File: config.mk
export PLATFORM = sky130hd
export DESIGN_NAME = codec_frame_if
export DESIGN_NICKNAME = d
export VERILOG_FILES = /design/src/rtl/codec_if_pkg.sv /design/src/rtl/codec_nib_fifo.sv /design/src/rtl/codec_if_ctrl.sv /design/src/rtl/codec_if_dp.sv /design/src/rtl/codec_frame_if.sv
export SDC_FILE = /design/constraint.sdc
export NUM_CORES = 1
export LEC_CHECK = 0
export BUFFER_PORTS_ARGS = -buffer_cell sky130_fd_sc_hd__buf_2
export CAP_MARGIN = 20
export CELL_PAD_IN_SITES_DETAIL_PLACEMENT = 1
export CELL_PAD_IN_SITES_GLOBAL_PLACEMENT = 2
export CORE_ASPECT_RATIO = 0.8
export CORE_MARGIN = 10
export CORE_UTILIZATION = 44
export CTS_BUF_LIST = sky130_fd_sc_hd__clkbuf_4 sky130_fd_sc_hd__clkbuf_8
export CTS_CLUSTER_DIAMETER = 60
export DETAILED_ROUTE_END_ITERATION = 6
export MAX_ROUTING_LAYER = met4
export PLACE_DENSITY = 0.92
export SYNTH_ARGS = -nofsm -noshare
export SYNTH_HDL_FRONTEND = slang
export SYNTH_SLANG_ARGS = --single-unit
File: constraint.sdc
create_clock -name clk -period 4.2 [get_ports clk]
set_input_delay 0.84 -clock clk [delete_from_list [all_inputs] [get_ports clk]]
set_output_delay 0.84 -clock clk [all_outputs]
set_load 0.03 [all_outputs]
File: src/rtl/codec_if_pkg.sv
package codec_if_pkg;

  // Strobes from the frame control to the datapath, valid for one system cycle
  typedef struct packed {
    logic frameStart;  // codec-clock rise opening a frame
    logic rxShift;     // any other codec-clock rise
    logic txCapture;   // codec-clock fall inside the sync window
    logic txComplete;  // last such fall: nibble is complete
  } codec_strobe_t;

endpackage

File: src/rtl/codec_nib_fifo.sv
module codec_nib_fifo #(
  parameter int WIDTH = 4,
  parameter int DEPTH = 8
) (
  input  logic             clk,
  input  logic             rst,
  input  logic             push,
  input  logic [WIDTH-1:0] pushData,
  input  logic             pop,
  output logic [WIDTH-1:0] headData,
  output logic             full,
  output logic             empty
);

  localparam int AW    = (DEPTH > 1) ? $clog2(DEPTH) : 1;
  localparam int CNT_W = $clog2(DEPTH + 1);
  localparam logic [AW-1:0]    LAST_PTR = AW'(DEPTH - 1);
  localparam logic [CNT_W-1:0] FULL_CNT = CNT_W'(DEPTH);

  logic [WIDTH-1:0] mem [DEPTH];
  logic [AW-1:0]    wrPtr, rdPtr;
  logic [CNT_W-1:0] count;
  logic             doPush, doPop;

  assign full     = (count == FULL_CNT);
  assign empty    = (count == '0);
  assign doPush   = push && !full;
  assign doPop    = pop && !empty;
  assign headData = mem[rdPtr];

  function automatic logic [AW-1:0] bump(input logic [AW-1:0] p);
    return (p == LAST_PTR) ? '0 : p + 1'b1;
  endfunction

  always_ff @(posedge clk) begin
    if (doPush) mem[wrPtr] <= pushData;
  end

  always_ff @(posedge clk) begin
    if (rst) begin
      wrPtr <= '0;
      rdPtr <= '0;
      count <= '0;
    end else begin
      if (doPush) wrPtr <= bump(wrPtr);
      if (doPop)  rdPtr <= bump(rdPtr);
      case ({doPush, doPop})
        2'b10:   count <= count + 1'b1;
        2'b01:   count <= count - 1'b1;
        default: count <= count;
      endcase
    end
  end

endmodule

File: src/rtl/codec_if_ctrl.sv
module codec_if_ctrl
  import codec_if_pkg::*;
#(
  parameter int CLK_HALF  = 16,
  parameter int FRAME_LEN = 75,
  parameter int SYNC_LEN  = 4
) (
  input  logic          clk,
  input  logic          rst,
  output logic          codecClk,
  output logic          codecSync,
  output codec_strobe_t stb
);

  localparam int DIV_W = $clog2(2 * CLK_HALF);
  localparam int BIT_W = $clog2(FRAME_LEN);
  localparam logic [DIV_W-1:0] RISE_AT  = DIV_W'(CLK_HALF - 1);
  localparam logic [DIV_W-1:0] FALL_AT  = DIV_W'(2 * CLK_HALF - 1);
  localparam logic [BIT_W-1:0] LAST_BIT = BIT_W'(FRAME_LEN - 1);
  localparam logic [BIT_W-1:0] SYNC_END = BIT_W'(SYNC_LEN);
  localparam logic [BIT_W-1:0] SYNC_TOP = BIT_W'(SYNC_LEN - 1);

  logic [DIV_W-1:0] divCnt;
  logic [BIT_W-1:0] bitCnt, nextBit;
  logic             riseNow, fallNow;

  assign riseNow = (divCnt == RISE_AT);
  assign fallNow = (divCnt == FALL_AT);
  assign nextBit = (bitCnt == LAST_BIT) ? '0 : bitCnt + 1'b1;

  // Divider and bit position; the bit counter parks at the last bit so the
  // first rise after reset opens frame zero.
  always_ff @(posedge clk) begin
    if (rst) begin
      divCnt    <= '0;
      codecClk  <= 1'b0;
      bitCnt    <= LAST_BIT;
      codecSync <= 1'b0;
    end else begin
      divCnt <= fallNow ? '0 : divCnt + 1'b1;
      if (riseNow) begin
        codecClk  <= 1'b1;
        bitCnt    <= nextBit;
        codecSync <= (nextBit < SYNC_END);
      end else if (fallNow) begin
        codecClk <= 1'b0;
      end
    end
  end

  always_comb begin
    stb.frameStart = riseNow && (nextBit == '0);
    stb.rxShift    = riseNow && (nextBit != '0);
    stb.txCapture  = fallNow && (bitCnt < SYNC_END);
    stb.txComplete = fallNow && (bitCnt == SYNC_TOP);
  end

endmodule

File: src/rtl/codec_if_dp.sv
module codec_if_dp
  import codec_if_pkg::*;
#(
  parameter int NIB_W      = 4,
  parameter int FIFO_DEPTH = 8
) (
  input  logic             clk,
  input  logic             rst,
  input  codec_strobe_t    stb,
  input  logic             codecDin,
  output logic             codecDout,
  input  logic             rxPush,
  input  logic [NIB_W-1:0] rxData,
  output logic             rxFull,
  output logic             rxEmpty,
  input  logic             txPop,
  output logic [NIB_W-1:0] txData,
  output logic             txFull,
  output logic             txEmpty,
  output logic             rxUnderflow,
  output logic             txOverflow
);

  logic [NIB_W-1:0] rxHead, rxShiftReg, txNibble;
  logic [NIB_W-2:0] txShiftReg;
  logic             rxPopInt;

  assign rxPopInt  = stb.frameStart && !rxEmpty;
  assign txNibble  = {txShiftReg, codecDin};
  assign codecDout = rxShiftReg[NIB_W-1];

  codec_nib_fifo #(.WIDTH(NIB_W), .DEPTH(FIFO_DEPTH)) u_rxFifo (
    .clk      (clk),
    .rst      (rst),
    .push     (rxPush),
    .pushData (rxData),
    .pop      (rxPopInt),
    .headData (rxHead),
    .full     (rxFull),
    .empty    (rxEmpty)
  );

  codec_nib_fifo #(.WIDTH(NIB_W), .DEPTH(FIFO_DEPTH)) u_txFifo (
    .clk      (clk),
    .rst      (rst),
    .push     (stb.txComplete),
    .pushData (txNibble),
    .pop      (txPop),
    .headData (txData),
    .full     (txFull),
    .empty    (txEmpty)
  );

  // Outgoing nibble: loaded at frame start, shifted left with zero fill
  always_ff @(posedge clk) begin
    if (rst) begin
      rxShiftReg  <= '0;
      rxUnderflow <= 1'b0;
    end else if (stb.frameStart) begin
      rxShiftReg <= rxEmpty ? '0 : rxHead;
      if (rxEmpty) rxUnderflow <= 1'b1;
    end else if (stb.rxShift) begin
      rxShiftReg <= {rxShiftReg[NIB_W-2:0], 1'b0};
    end
  end

  // Incoming nibble: first sampled bit ends up most significant
  always_ff @(posedge clk) begin
    if (rst) begin
      txShiftReg <= '0;
      txOverflow <= 1'b0;
    end else begin
      if (stb.txCapture && !stb.txComplete)
        txShiftReg <= txNibble[NIB_W-2:0];
      if (stb.txComplete && txFull)
        txOverflow <= 1'b1;
    end
  end

endmodule

File: src/rtl/codec_frame_if.sv
module codec_frame_if
  import codec_if_pkg::*;
#(
  parameter int CLK_HALF   = 16,
  parameter int FRAME_LEN  = 75,
  parameter int NIB_W      = 4,
  parameter int FIFO_DEPTH = 8
) (
  input  logic             clk,
  input  logic             rst,
  input  logic             codecDin,
  input  logic             rxPush,
  input  logic [NIB_W-1:0] rxData,
  input  logic             txPop,
  output logic             codecClk,
  output logic             codecSync,
  output logic             codecDout,
  output logic             rxFull,
  output logic             rxEmpty,
  output logic [NIB_W-1:0] txData,
  output logic             txFull,
  output logic             txEmpty,
  output logic             rxUnderflow,
  output logic             txOverflow
);

  localparam int SYNC_LEN = NIB_W;

  codec_strobe_t stb;

  codec_if_ctrl #(
    .CLK_HALF  (CLK_HALF),
    .FRAME_LEN (FRAME_LEN),
    .SYNC_LEN  (SYNC_LEN)
  ) u_ctrl (
    .clk       (clk),
    .rst       (rst),
    .codecClk  (codecClk),
    .codecSync (codecSync),
    .stb       (stb)
  );

  codec_if_dp #(
    .NIB_W      (NIB_W),
    .FIFO_DEPTH (FIFO_DEPTH)
  ) u_dp (
    .clk         (clk),
    .rst         (rst),
    .stb         (stb),
    .codecDin    (codecDin),
    .codecDout   (codecDout),
    .rxPush      (rxPush),
    .rxData      (rxData),
    .rxFull      (rxFull),
    .rxEmpty     (rxEmpty),
    .txPop       (txPop),
    .txData      (txData),
    .txFull      (txFull),
    .txEmpty     (txEmpty),
    .rxUnderflow (rxUnderflow),
    .txOverflow  (txOverflow)
  );

endmodule

After elaboration in Yosys (flattened, before gate mapping). Memory sizes are Yosys's and may differ from the RTL's. A register that Yosys moved wholly into a read port is not among the register bits. Index checks and enable logic that the tools add are counted.

Reductions and logical operators: 26. Multiplexer cells: 20. Add/sub/neg operators: 10. Equal/unequal tests: 14. Magnitude comparators: 2.

Operator list (number): $mux W3 (8); $pmux W4 S2 (2); $lt A7 B3 Y1 const B (2); $add A3 B1 Y3 const B (4); $eq A3 B3 Y1 const B (4); $mux W4 (3); $logic_and A1 B1 Y1 (11); $add A4 B1 Y4 const B (2); $eq A4 B4 Y1 const B (2); $logic_not A4 Y1 (2); $reduce_bool A2 Y1 (4); $sub A4 B1 Y4 const B (2); $add A7 B1 Y7 const B (1); $eq A7 B2 Y1 const B (1); $eq A7 B7 Y1 const B (1); $logic_not A7 Y1 (1); $mux W7 (1); $reduce_bool A7 Y1 (1); $mux W1 (6); $add A5 B1 Y5 const B (1); $eq A5 B4 Y1 const B (1); $eq A5 B5 Y1 const B (1); $logic_not A1 Y1 (5); $eq A2 B1 Y1 const B (2); other kinds (3) (4).

Memories: 2. Memory bits (writable): 64. Bits of input ports: 9. Flip-flop bits (word level): 43.

Memory list: u_dp.u_rxFifo.mem (depth 8, width 4, rd ports 1, clocked after Yosys merged registers in 1, wr ports 1, RTL line codec_nib_fifo.sv:20) `logic [WIDTH-1:0] mem [DEPTH];`; u_dp.u_txFifo.mem (depth 8, width 4, rd ports 1, clocked after Yosys merged registers in 1, wr ports 1, RTL line codec_nib_fifo.sv:20).

Depth between registers and ports, before layout.
Word-level depth: 8. Mapped depth: 14. Gate-level depth less buffers: 13.

Hierarchy. From an unflattened synthesis, not the netlist that was laid out.

Cell total of the unflattened synthesis: 370. Area, all modules: 4951.0 sq um.

Modules (own cells, without submodules): codec_nib_fifo at u_dp.u_txFifo (instances 1, area each 1948.1 sq um, cells each 125, sequential area each 1221.2 sq um); codec_nib_fifo at u_dp.u_rxFifo (instances 1, area each 1901.8 sq um, cells each 125, sequential area each 1221.2 sq um); codec_if_ctrl (instances 1, area each 720.7 sq um, cells each 82, sequential area each 280.3 sq um); codec_if_dp (instances 1, area each 380.4 sq um, cells each 38, sequential area each 180.2 sq um).

Worst setup path before layout. Ideal clock, no wire load.

Path kind: reg-to-reg. Start point: register u_dp.u_txFifo.count[0]. End point: register u_dp.u_txFifo.count[3]. Setup slack: 972 ps. Data required time: 4130 ps. Arrival: 3157 ps. Stages on the path, launching flop included: 10. Path through: dfxtp_1 > nor4b_1 > nand4b_1 > ha_1 > ha_1 > a21o_1 > a21oi_1 > xnor2_1 > or3_1 > a21oi_1.

Longest elaborated chain between the ends: 5.

RTL lines: from (decl) (RTL line codec_nib_fifo.sv:22) `logic [CNT_W-1:0] count;`; from (signal assigned) (RTL line codec_nib_fifo.sv:48) `2'b10: count <= count + 1'b1;`; from (signal assigned) (RTL line codec_nib_fifo.sv:49) `2'b01: count <= count - 1'b1;`; from (signal assigned) (RTL line codec_nib_fifo.sv:50) `default: count <= count;`; $eq A4 B4 Y1 (*) (RTL line codec_nib_fifo.sv:25) `assign full = (count == FULL_CNT);`; via txFull (RTL line codec_frame_if.sv:21) `output logic txFull,`; $logic_not A1 Y1 (*) (RTL line codec_nib_fifo.sv:27) `assign doPush = push && !full;`; $logic_and A1 B1 Y1 (*) (RTL line codec_nib_fifo.sv:27); $eq A2 B1 Y1 / $eq A2 B2 Y1 (equally long branches) (RTL line codec_nib_fifo.sv:47) `case ({doPush, doPop})`; $pmux W4 S2 / $reduce_bool A2 Y1 (equally long branches).

The timed path passes the listed nets; every way through them passes the cells marked *. A chain may end at the register's enable or synchronous reset.

Final worst setup path.
Start point: register u_ctrl.divCnt[0]. End point: register u_dp.u_txFifo.count[3].

Longest elaborated chain between the ends: 5.

RTL lines: from (decl) (RTL line codec_if_ctrl.sv:23) `logic [DIV_W-1:0] divCnt;`; from (signal assigned) (RTL line codec_if_ctrl.sv:40) `divCnt <= fallNow ? '0 : divCnt + 1'b1;`; $eq A5 B5 Y1 (*) (RTL line codec_if_ctrl.sv:28) `assign fallNow = (divCnt == FALL_AT);`; $logic_and A1 B1 Y1 (*) (RTL line codec_if_ctrl.sv:55) `stb.txComplete = fallNow && (bitCnt == SYNC_TOP);`; $logic_and A1 B1 Y1 (*) (RTL line codec_nib_fifo.sv:27); $eq A2 B1 Y1 / $eq A2 B2 Y1 (equally long branches) (RTL line codec_nib_fifo.sv:47); $pmux W4 S2 / $reduce_bool A2 Y1 (equally long branches).

Mark *: on every way between the ends. The rest lies on a longest branch, timed or not.

==> qor.txt <==
Register Area = 2903 µm²
LEAKAGE = 2.020 nW
Count of TritonRoute iterations in the first routing pass = 4
Cells along the critical path = ha_1 -> and3_1 -> ha_1 -> nor3b_1 -> nand4b_1 -> ha_1 -> ha_1 -> a21o_1 -> a21oi_1 -> xnor2_1 -> or3_1 -> a21oi_1
Transition time of the tightest slew-check pin = 823.6 ps
Clk Latency, worst-skew pair = 420 ps
Largest net degree at the start of global routing = 40
Vias in the first global route = 3,300
Delay of the slowest critical-path stage = 400 ps
Distinct cell type count after synthesis = 56
Per-cell routed wire length = 17.53 µm
Post-layout nets = 450
Largest buffer count on any clock path = 2
Most used cell along the critical path = ha_1
Iteration-0 DRC Markers = 153
Die Area = 15,870 µm²
Synthesized area = 4931 µm²
Number of buffers inserted by post-CTS setup repair = 0
Half-perimeter wire length after placement = 7.076 mm
Worst hold path class = reg -> reg
Starting density of the core = 0.4510
Worst supply voltage drop on vdd = 0.0002947 V
Critical Path Start = u_ctrl.divCnt[0]
Depth of the worst hold-timing path = 1
R2R cell count = 12
Last weighted congestion value of the routability-driven placer = 0.8059
# Max-Cap Violations = 0
CP arrival = 3740 ps
Wire length of the first global-routing pass = 17.01 mm
Outcome = completed
Instance area after placement = 5141 µm²
Finished Core Util = 0.5132
Required arrival time at the worst endpoint = 4550 ps
Synth-to-layout area growth = 13.78%
Total power consumption of the routed design = 2.425 mW
Ant. Diodes = 0
Core footprint = 10,930 µm²
Post-Synthesis Net Count = 425
Period minus WS final = 3393 ps
DR vias = 3,093
Critical setup path kind = reg -> reg
DRC violation count after routing = 0
Cell at the slowest stage of the critical path = nor3b_1
GRT met2 Usage = 0.2294
Reg2reg setup slack = 810 ps
Count of pins on the block boundary = 22
Die height = 114.7 µm
Warnings from Yosys = 0
Max_slew headroom = 0.4502
Top_reg_cell synth = edfxtp_1
CTS HTree Levels = 4
Worst setup path endpoint = u_dp.u_txFifo.count[3]
Highest net fanout along the worst path = 8
# setup viols final = 0
CTS tree = built
Highest-count cells in the layout ignoring fill and taps = 64 x edfxtp_1, 49 x dfxtp_1, 35 x nor2_1
Total overflow reported by the global router = 0
Number of flops mapped to enable cells by yosys = 64
TritonCTS buffer count = 17
Share of the clock period used by the worst path after layout = 0.8079
Cell family contributing the most delay on the critical path = simple AND/OR/NAND/NOR gates
Post-synthesis area per instance = 12.45 µm²
Post-Route WL = 10.13 mm
Layer with the highest usage after global routing = met2
Worst r2r dst = u_dp.u_txFifo.count[3]
Number of vias per cell = 5.351
Cell chosen for the clock root = clkbuf_8
Most common cell after layout, fill and taps aside = edfxtp_1
Count of final max-slew check failures = 0
FF-to-FF Start = u_ctrl.divCnt[0]
Fill cell instance count of the final layout = 1,139
Power Dens Cells = 432.2 nW/µm²
Core Rows = 34
Initial antenna violation count = 0
Hold Vio Cnt, Final = 0
Clock edge transition at the registers on the reported setup and hold paths = 70 ps
Share of async-settable or async-resettable flops after synthesis = 0
Detail Route Antenna Nets = 0
Cell depth of the worst setup path = 12
# clock sinks = 113
CP endpoint kind = flop
Number of standard cells after synthesis = 396
Width of the chip = 138.4 µm
Total Routing Usage GR = 0.1368
Fin Clk Skew = 11.52 ps
Fraction of layout instances using a drive strength above 1 = 0.1774
Number of storage elements in the synthesis netlist = 113
GRT met3 Usage = 0.04519
Nature of the critical path startpoint = flop
Portion of the post-synthesis area used by sequential elements = 0.5887
Cell area after layout = 5610 µm²
Input/output buffers = 21
Number of buffers added to fix hold violations after cts = 0
Met1 track demand over resource in global routing = 0.1569
Buffering stage count on the worst path with inverters included = 0
Top achievable clock speed = 294.7 MHz
RSZ-0062 raised after global routing = false
Number of cells upsized or downsized after cts = 0
Total negative setup slack = 0 ps
Multi-input gate area = 1889 µm²
## power breakdown
group	leakage, nW	switching (mW)	total [mW]	internal (mW)
logic	0.779	0.0379	0.0568	0.0190
registers	1.00	0.00937	1.19	1.18
clock network	0.241	0.426	1.18	0.757
## worst reg2reg max path: stages (launching register included)
cell and delay, ps:
dfxtp_1 350, ha_1 180, and3_1 180, ha_1 270
nor3b_1 400, nand4b_1 360, ha_1 360, ha_1 310
a21o_1 180, a21oi_1 190, xnor2_1 100, or3_1 310
a21oi_1 140
## cells by family (layout without fill, tap and decap cells)
family,after synthesis,count (layout),synth area share
adders and majority gates,20,20,0.05227
xor gates and xnor gates,11,11,0.01954
and+or+nand+nor,134,134,0.1431
DFF,113,113,0.5887
buffers and inverters,32,70,0.02816
AOI/OAI and AO/OA,52,52,0.07232
muxes,34,34,0.09591
## registers in the layout, summed over array words and instances, names as in the netlist, named ones only
register,count
u_ctrl.divCnt,5
u_dp.u_txFifo.rdPtr,3
u_ctrl.bitCnt,7
u_dp.u_rxFifo.rdPtr,3
u_dp.u_rxFifo.wrPtr,3
u_ctrl.codecClk,1
u_dp.u_rxFifo.count,4
u_ctrl.codecSync,1
u_dp.u_txFifo.mem,32
u_dp.rxUnderflow,1
u_dp.u_rxFifo.mem,32
u_dp.txShiftReg,3
u_dp.u_txFifo.wrPtr,3
u_dp.txOverflow,1
u_dp.u_txFifo.count,4
u_dp.rxShiftReg,4
## metal layers
metal	routed length, µm	up-vias
met3	381	9
met2	5098	46
met5	0	-
met1	4571	1520
met4	82	0
li1	-	1518
## final cells by class
class	count	area share
Sequential cell	113	0.5174
Multi-Input combinational cell	251	0.3368
Clock buffer	22	0.05062
Clock inverter	10	0.03211
Tap cell	144	0.03211
Timing Repair Buffer	23	0.02096
Inverter	15	0.01004
## worst min path at each step
stage,startpoint,end
2_1_floorplan,u_ctrl.divCnt[0],u_ctrl.divCnt[0]
3_3_place_gp,u_ctrl.divCnt[0],u_ctrl.divCnt[0]
3_5_place_dp,u_ctrl.divCnt[0],u_ctrl.divCnt[0]
4_1_cts,u_ctrl.divCnt[0],u_ctrl.divCnt[0]
5_1_grt,u_ctrl.divCnt[0],u_ctrl.divCnt[0]
6_report,u_ctrl.divCnt[0],u_ctrl.divCnt[0]
## Yosys cell counts (2+ instances only)
cell,instances,area [µm²]
a2111oi_0,2,17.52
a21oi_1,20,100.1
a22oi_1,3,22.52
a31oi_1,2,12.51
and2_1,3,18.77
and3_1,3,18.77
and3b_1,2,17.52
and4_1,2,17.52
buf_1,3,11.26
buf_2,3,15.01
buf_4,2,15.01
clkbuf_1,8,30.03
dfxtp_1,49,980.9
edfxtp_1,64,1922
ha_1,19,237.7
inv_1,15,56.30
mux2_2,5,56.30
mux2i_1,18,180.2
mux4_2,10,225.2
nand2_1,25,93.84
nand2b_1,6,37.54
nand3_1,7,35.03
nand3b_1,3,22.52
nand4_1,4,25.02
nand4b_1,3,26.28
nor2_1,35,131.4
nor2b_1,6,37.54
nor3_1,17,85.08
nor3b_1,4,30.03
nor4_1,4,25.02
o211ai_1,2,15.01
o21a_1,2,15.01
o21ai_0,6,30.03
o311ai_0,3,26.28
o31ai_1,2,15.01
or2_2,2,12.51
or3_1,4,25.02
xnor2_1,4,35.03
xor2_1,7,61.31
## stage by stage
step	hold slack, ps	setup slack [ps]	cells
2_1_floorplan	426.6	972.4	396
3_3_place_gp	434.8	1012	545
3_5_place_dp	448.0	841.4	545
4_1_cts	457.9	827.3	577
5_1_grt	500.5	529.3	578
6_report	455.2	806.8	578
Note: power is estimated with default switching activity, not from simulation.
